### src/rtl/wdog_pkg.sv
package wdog_pkg;

    // default base divider and select width
    localparam int WD_BASE_DIV_DEF = 128;
    localparam int WD_SEL_W_DEF    = 4;

    // request state machine
    typedef enum logic [1:0] {
        WD_IDLE      = 2'd0,
        WD_ARMED     = 2'd1,
        WD_BITE_RST  = 2'd2,
        WD_BITE_WAKE = 2'd3
    } wd_state_e;

endpackage

### src/rtl/wdog_gate.sv
module wdog_gate (
    input  logic cfg_en,
    input  logic sw_en,
    input  logic clr_stb,
    input  logic sleep_stb,
    input  logic clk_fail,
    output logic run,
    output logic flush
);

    // configuration enable overrides; software enable matters only when it is off
    always_comb begin
        if (cfg_en) begin
            run = 1'b1;
        end else begin
            run = sw_en;
        end
    end

    // any clear source, or a stopped watchdog, forces both counters to zero
    always_comb begin
        flush = clr_stb | sleep_stb | clk_fail | ~run;
    end

endmodule

### src/rtl/wdog_prescale.sv
module wdog_prescale #(
    parameter int DIV = 128
) (
    input  logic clk,
    input  logic rst_n,
    input  logic flush,
    output logic tick
);

    localparam int CNT_W = (DIV > 1) ? $clog2(DIV) : 1;
    localparam logic [CNT_W-1:0] LAST = CNT_W'(DIV - 1);

    logic [CNT_W-1:0] cnt_q;
    logic             at_last;

    always_comb begin
        at_last = (cnt_q == LAST);
        tick    = at_last & ~flush;
    end

    always_ff @(posedge clk or negedge rst_n) begin
        if (!rst_n) begin
            cnt_q <= '0;
        end else if (flush) begin
            cnt_q <= '0;
        end else if (at_last) begin
            cnt_q <= '0;
        end else begin
            cnt_q <= cnt_q + 1'b1;
        end
    end

    AST_PRE_FLUSH_ZERO: assert property (@(posedge clk) disable iff (!rst_n)
        flush |=> (cnt_q == '0));
    AST_PRE_WRAP: assert property (@(posedge clk) disable iff (!rst_n)
        tick |=> (cnt_q == '0));

endmodule

### src/rtl/wdog_postscale.sv
module wdog_postscale #(
    parameter int SEL_W = 4
) (
    input  logic             clk,
    input  logic             rst_n,
    input  logic             flush,
    input  logic             tick,
    input  logic [SEL_W-1:0] sel,
    output logic             expire
);

    localparam int NTAP = 1 << SEL_W;
    localparam int PS_W = NTAP - 1;

    logic [PS_W-1:0] cnt_q;
    logic [NTAP-1:0] term;

    // term[i]: the low i bits of the count are all ones, i.e. 2^i ticks seen
    generate
        for (genvar gi = 0; gi < NTAP; gi++) begin : g_tap
            if (gi == 0) begin : g_first
                assign term[gi] = 1'b1;
            end else begin : g_rest
                assign term[gi] = &cnt_q[gi-1:0];
            end
        end
    endgenerate

    always_comb begin
        expire = tick & term[sel];
    end

    always_ff @(posedge clk or negedge rst_n) begin
        if (!rst_n) begin
            cnt_q <= '0;
        end else if (flush) begin
            cnt_q <= '0;
        end else if (expire) begin
            cnt_q <= '0;
        end else if (tick) begin
            cnt_q <= cnt_q + 1'b1;
        end
    end

    AST_POST_RESTART: assert property (@(posedge clk) disable iff (!rst_n)
        expire |=> (cnt_q == '0));
    AST_POST_FLUSH_ZERO: assert property (@(posedge clk) disable iff (!rst_n)
        flush |=> (cnt_q == '0));
    AST_POST_HOLD: assert property (@(posedge clk) disable iff (!rst_n)
        (!tick && !flush) |=> $stable(cnt_q));

endmodule

### src/rtl/wdog_fsm.sv
module wdog_fsm
    import wdog_pkg::*;
(
    input  logic clk,
    input  logic rst_n,
    input  logic run,
    input  logic expire,
    input  logic in_sleep,
    output logic rst_req,
    output logic wake_req
);

    wd_state_e state_q;
    wd_state_e state_d;

    always_ff @(posedge clk or negedge rst_n) begin
        if (!rst_n) begin
            state_q <= WD_IDLE;
        end else begin
            state_q <= state_d;
        end
    end

    always_comb begin
        state_d = state_q;
        unique case (state_q)
            WD_IDLE: begin
                if (expire) begin
                    state_d = in_sleep ? WD_BITE_WAKE : WD_BITE_RST;
                end else if (run) begin
                    state_d = WD_ARMED;
                end
            end
            WD_ARMED: begin
                if (expire) begin
                    state_d = in_sleep ? WD_BITE_WAKE : WD_BITE_RST;
                end else if (!run) begin
                    state_d = WD_IDLE;
                end
            end
            WD_BITE_RST, WD_BITE_WAKE: begin
                if (expire) begin
                    state_d = in_sleep ? WD_BITE_WAKE : WD_BITE_RST;
                end else if (run) begin
                    state_d = WD_ARMED;
                end else begin
                    state_d = WD_IDLE;
                end
            end
            default: state_d = WD_IDLE;
        endcase
    end

    always_comb begin
        rst_req  = 1'b0;
        wake_req = 1'b0;
        unique case (state_q)
            WD_BITE_RST:  rst_req  = 1'b1;
            WD_BITE_WAKE: wake_req = 1'b1;
            default: ;
        endcase
    end

    AST_BITE_FOLLOWS: assert property (@(posedge clk) disable iff (!rst_n)
        expire |=> (rst_req || wake_req));
    AST_WAKE_WHEN_ASLEEP: assert property (@(posedge clk) disable iff (!rst_n)
        (expire && in_sleep) |=> (wake_req && !rst_req));
    AST_RST_WHEN_AWAKE: assert property (@(posedge clk) disable iff (!rst_n)
        (expire && !in_sleep) |=> (rst_req && !wake_req));
    AST_RST_ONE_CYCLE: assert property (@(posedge clk) disable iff (!rst_n)
        rst_req |=> !rst_req);
    AST_WAKE_ONE_CYCLE: assert property (@(posedge clk) disable iff (!rst_n)
        wake_req |=> !wake_req);
    AST_REQ_EXCLUSIVE: assert property (@(posedge clk) disable iff (!rst_n)
        !(rst_req && wake_req));

endmodule

### src/rtl/lfo_watchdog.sv
module lfo_watchdog
    import wdog_pkg::*;
#(
    parameter int BASE_DIV = WD_BASE_DIV_DEF,
    parameter int SEL_W    = WD_SEL_W_DEF
) (
    input  logic             clk,
    input  logic             rst_n,
    input  logic             cfg_en,
    input  logic             sw_en,
    input  logic             clr_stb,
    input  logic             sleep_stb,
    input  logic             clk_fail,
    input  logic             in_sleep,
    input  logic [SEL_W-1:0] ps_sel,
    output logic             osc_en,
    output logic             rst_req,
    output logic             wake_req
);

    logic run;
    logic flush;
    logic tick;
    logic expire;

    wdog_gate u_gate (
        .cfg_en    (cfg_en),
        .sw_en     (sw_en),
        .clr_stb   (clr_stb),
        .sleep_stb (sleep_stb),
        .clk_fail  (clk_fail),
        .run       (run),
        .flush     (flush)
    );

    assign osc_en = run;

    wdog_prescale #(.DIV(BASE_DIV)) u_pre (
        .clk   (clk),
        .rst_n (rst_n),
        .flush (flush),
        .tick  (tick)
    );

    wdog_postscale #(.SEL_W(SEL_W)) u_post (
        .clk    (clk),
        .rst_n  (rst_n),
        .flush  (flush),
        .tick   (tick),
        .sel    (ps_sel),
        .expire (expire)
    );

    wdog_fsm u_fsm (
        .clk      (clk),
        .rst_n    (rst_n),
        .run      (run),
        .expire   (expire),
        .in_sleep (in_sleep),
        .rst_req  (rst_req),
        .wake_req (wake_req)
    );

    AST_REQ_NEEDS_OSC: assert property (@(posedge clk) disable iff (!rst_n)
        (rst_req || wake_req) |-> $past(osc_en));
    AST_CLEAR_BLOCKS_BITE: assert property (@(posedge clk) disable iff (!rst_n)
        (clr_stb || sleep_stb || clk_fail) |=> !(rst_req || wake_req));

endmodule

### config.mk
export PLATFORM = sky130hd
export DESIGN_NAME = lfo_watchdog
export DESIGN_NICKNAME = d
export VERILOG_FILES = /design/src/rtl/wdog_pkg.sv /design/src/rtl/wdog_gate.sv /design/src/rtl/wdog_prescale.sv /design/src/rtl/wdog_postscale.sv /design/src/rtl/wdog_fsm.sv /design/src/rtl/lfo_watchdog.sv
export SDC_FILE = /design/constraint.sdc
export NUM_CORES = 1
export LEC_CHECK = 0
export ABC_AREA = 1
export CORE_UTILIZATION = 25
export CTS_BUF_LIST = sky130_fd_sc_hd__clkbuf_16
export DETAILED_ROUTE_END_ITERATION = 8
export PLACE_DENSITY = 0.41
export SLEW_MARGIN = 20
export SYNTH_ARGS = -nofsm -noshare
export SYNTH_HDL_FRONTEND = slang
export SYNTH_SLANG_ARGS = --single-unit
### constraint.sdc
create_clock -name clk -period 4.2 [get_ports clk]
set_input_delay 0.84 -clock clk [delete_from_list [all_inputs] [get_ports clk]]
set_output_delay 0.84 -clock clk [all_outputs]
set_load 0.05 [all_outputs]
**Word level (Yosys, flattened, before mapping)**

Cells that the tools add are included.

- Add/subtract/negate cells: 2
- Magnitude comparators: 1
- Eq/ne operators: 6
- Muxes and demuxes: 18
- Bitwise operators: 7
- Reductions and logical operators: 18

Operator list:

| kind | count |
|---|---|
| 15-bit 2-to-1 mux | 3 |
| 15-bit by 1-bit adder with 15-bit output, second input constant | 1 |
| 15-bit AND reduction | 1 |
| 7-bit 2-to-1 mux | 2 |
| 14-bit AND reduction | 1 |
| 13-bit AND reduction | 1 |
| 12-bit AND reduction | 1 |
| 11-bit AND reduction | 1 |
| 2-bit 2-to-1 mux | 5 |
| 10-bit AND reduction | 1 |
| 9-bit AND reduction | 1 |
| 8-bit AND reduction | 1 |
| 7-bit by 1-bit adder with 7-bit output, second input constant | 1 |
| 7-bit equality test, second input constant | 1 |
| 7-bit AND reduction | 1 |
| 1-bit 2-to-1 mux | 6 |
| 2-bit one-hot mux with 3 select lines | 1 |
| 6-bit AND reduction | 1 |
| 4-bit by 5-bit less-than comparator with 1-bit output, second input constant | 1 |
| 5-bit AND reduction | 1 |
| 1-bit binary-select mux with 4-bit select | 1 |
| 2-bit equality test, second input constant | 2 |
| 2-bit AND reduction | 2 |
| 4-bit AND reduction | 1 |
| other kinds (10) | 14 |

- Bits in registers: 24
- Output and inout bits: 3

**Depth between registers and ports, before layout**

- Depth after elaboration: 8
- Depth in mapped cells: 16
- Mapped depth without buffers: 15

**Cells and area by module**

From an unflattened synthesis, not the netlist that was laid out.

- Cell total of the unflattened synthesis: 252
- Area, all modules: 1627.8 um^2

Modules (own cells, without submodules):

| module | times used | cells each | area each (um^2) | sequential area each (um^2) |
|---|---|---|---|---|
| wdog_postscale | 1 | 197 | 1176.1 | 375.4 |
| wdog_prescale | 1 | 38 | 334.1 | 175.2 |
| wdog_fsm | 1 | 11 | 83.8 | 50.0 |
| wdog_gate | 1 | 6 | 33.8 | 0.0 |

**Least setup slack after synthesis**

OpenSTA, ideal clock, no wires.

- Kind: input -> output
- From: in cfg_en
- To: out osc_en
- Data arrival time: 1.222 ns
- Required time: 3.360 ns
- Setup slack: 2.138 ns
- Cell stages on the path: 2
- Path buffers: 0
- Path through: nor2_1 inv_1

- Word-level cells in the longest chain between the ends: 1

RTL lines:

| item | line | RTL |
|---|---|---|
| start, declared | lfo_watchdog.sv:9 | `input logic cfg_en,` |
| 1-bit 2-to-1 mux | wdog_gate.sv:13 | `if (cfg_en) begin` |
| end, declared | lfo_watchdog.sv:16 | `output logic osc_en,` |

No other way between the ends.

**Worst setup path after layout**

Same ends and word-level chain as after synthesis.

==> flow_metrics.tcl <==
set metrics [dict create \
    p_per_area_nw_per_um2 287 \
    critical-path-max-stage-delay_ns 0.82 \
    io_buffers 14 \
    holdPathStages 1 \
    cp.depth 4 \
    yosys.cell_types.count 28 \
    dp.cells 291 \
    worstPathMaxFanout 4 \
    final_cells 295 \
    dieArea_um2 6740 \
    gp_congestion 0.707 \
    slew_headroom 0.669 \
    final_cell_area_um2 1920 \
    cts-resized-gates 0 \
    diodes 0 \
    fp.dieW_um 82.1 \
    synth-seq-area-share 0.374 \
    cp.arrival_ns 2.25 \
    finalHoldViolCount 0 \
    crit_path_frequent_cell "clkdlybuf4s50_1" \
    antenna_found_initial 0 \
    cp.buffers_inverters 3 \
    synth_nets 222 \
    netlist_area_um2 1600 \
    fp-row-count 28 \
    cts_buffer_depth 2 \
    drive_gt1_frac 0.195 \
    ys_ff_latch 24 \
    setup_tns_ns 0 \
    skew_ns 0.00395 \
    clock-root-buffer "clkbuf_16" \
    status "finished clean" \
    finalMaxSlewViolations 0 \
    fin_crit_sh 0.737 \
    fmax_ghz 0.323 \
    grt_pass1_wl_um 6110 \
    synth_area_leader_cell "dfrtp_1" \
    post_dp_cell_area_um2 1810 \
    htreeDepth 1 \
    worst_setup_path_start_kind "input port" \
    dp_hpwl_um 2420 \
    routed-via-count 1295 \
    layout_setup_ws_ns 1.11 \
    cts_tree "yes" \
    antenna_left 0 \
    final_core_util 0.316 \
    irDropWorstVdd_v 0.000138 \
    rsz0062_at_grt "no" \
    grt_pass1_vias 1319 \
    p_total_mw 0.550 \
    gr-total-overflow 0 \
    endpoint_kind "output pin" \
    viasPerCell 4.39 \
    postCtsSetupRepairBufs 0 \
    critPathKind "in2out" \
    holdBufCountCts 0 \
    drc 0 \
    syn_avg_cell_area_um2 7.82 \
    cts.sinks 24 \
    routedWlPerCell_um 11.5 \
    coreArea_um2 6060 \
    p_leak_nw 0.972 \
    synth_top_cell_area_share 0.374 \
    start_util 0.265 \
    boundaryPins 15 \
    cp.required_ns 3.36 \
    finalCriticalPeriod_ns 3.09 \
    area_delta_synth_final_pct 19.4 \
    grt_max_degree 25 \
    die_y_um 82.1 \
    wl_um 3410 \
    slowest_stage "clkdlybuf4s50_1" \
    hp-class "reg2reg" \
    syn_inst 205 \
    setup_viol 0 \
    r2r_cells 15 \
    drtIter0Drc 39 \
    fin_nets 238 \
    pre_cts_slack_ns 1.10 \
    worst_pin_slew_ns 0.495 \
    numCtsBuffers 3 \
    hold_ws_ns 0.464 \
    cap_violations 0 \
    cp_top_family "buffers and inverters" \
    yosysWarnings 0 \
    grt_usage 0.119 \
    worstPathCellList "clkdlybuf4s50_1, nor2_1, inv_1, clkdlybuf4s50_1" \
    clk-insertion-delay-late_ns 0.26 \
    final.fill_count 668 \
    clk_pin_slew_ns 0.06 \
    first_pass_iters 4 \
    synthTopCellsByArea "dfrtp_1, nand2_1, nand3_2" \
]
==> logic make-up (layout without fill, tap and decap cells) <==
| kind of cell | count (synthesis) | count (layout) | synth area share |
|---|---|---|---|
| adders and majority gates | 5 | 5 | 0.0390 |
| AOI/OAI and AO/OA | 10 | 10 | 0.0367 |
| xor gates and xnor gates | 9 | 9 | 0.0491 |
| DFF | 24 | 24 | 0.374 |
| and+or+nand+nor | 126 | 126 | 0.416 |
| buffers and inverters | 31 | 46 | 0.0850 |
==> registers in the layout, summed over array words and instances (netlist names) <==
signal,count
u_fsm.state_q,2
u_post.cnt_q,15
u_pre.cnt_q,7
==> synthesized netlist by cell type <==
cell type and n:
buf_4 1, nand2_4 2, nand4_1 3, xor2_1 7, o21ai_2 1, inv_2 2
o21ai_1 2, nand3_1 13, inv_1 24, nor2_2 4, o21ai_0 1, a21oi_2 1
nand2_2 12, dfrtp_1 24, buf_2 1, a21oi_1 4, nor3_2 1, a31oi_1 1
ha_1 5, nor2_1 15, nor3_1 1, clkinv_1 1, nand2_1 59, xnor2_1 2
nand3_2 14, buf_6 2, nor2_8 1, nand3b_1 1
==> routing by layer <==
metal / part of all wire / GRT usage
met4: 0.010 / 0.0368
met5: 0 / 0
met2: 0.46 / 0.201
met3: 0.019 / 0.0143
met1: 0.51 / 0.156
==> cell usage in the layout, fill, tap and decap left out, drive strengths merged <==
cell type,Yosys,final
nand4,3,3
nand3b,1,1
a31oi,1,1
ha,5,5
nand3,27,27
xnor2,2,2
xor2,7,7
dfrtp,24,24
buf,4,1
inv,26,26
nand2,73,73
nor2,20,20
o21ai,4,4
clkbuf,0,3
a21oi,5,5
bufinv,0,1
clkinv,1,1
nor3,2,2
clkdlybuf4s50,0,14
==> area by class of cell <==
type,count,area (um2),share of cell area
well taps,75,93.8,0.0490
clock buffers,3,75.1,0.0392
flip-flops and latches,24,601,0.314
inverters,27,101,0.0529
multi-input cells,150,867,0.453
repair buffers,15,148,0.0771
clock inverters,1,30.0,0.0157
==> worst paths after layout <==
kind                                        startpoint                           end  slack, ns
max                                             cfg_en                        osc_en       1.11
min                           u_pre.cnt_q[0]$_DFF_PN0_      u_pre.cnt_q[0]$_DFF_PN0_       0.46
max reg2reg                u_post.cnt_q[0]$_DFFE_PN0P_  u_post.cnt_q[11]$_DFFE_PN0P_       2.22
min reg2reg                   u_pre.cnt_q[0]$_DFF_PN0_      u_pre.cnt_q[0]$_DFF_PN0_       0.46
max in group asynchronous                        rst_n   u_post.cnt_q[7]$_DFFE_PN0P_       3.00
min in group asynchronous                        rst_n   u_post.cnt_q[0]$_DFFE_PN0P_       0.95
==> worst register-to-register path, cell delays in order, from the launching register on <==
cell and delay [ns]:
dfrtp_1 0.40, ha_1 0.26, nand3_2 0.11, inv_2 0.06, nand2_2 0.09, inv_1 0.05
ha_1 0.17, inv_1 0.05, nand4_1 0.08, nand2_1 0.08, inv_1 0.04, nand3_2 0.08
nand2_4 0.07, nand2_4 0.20, nand3_1 0.11, nand2_1 0.07
==> power by group <==
| group | switching (mW) | total [mW] | internal [mW] |
|---|---|---|---|
| combinational | 0.0257 | 0.0419 | 0.0162 |
| sequential | 0.000583 | 0.232 | 0.232 |
| clock | 0.0861 | 0.276 | 0.189 |
| total | 0.112 | 0.550 | 0.438 |
Note: power is estimated with default switching activity, not from simulation.
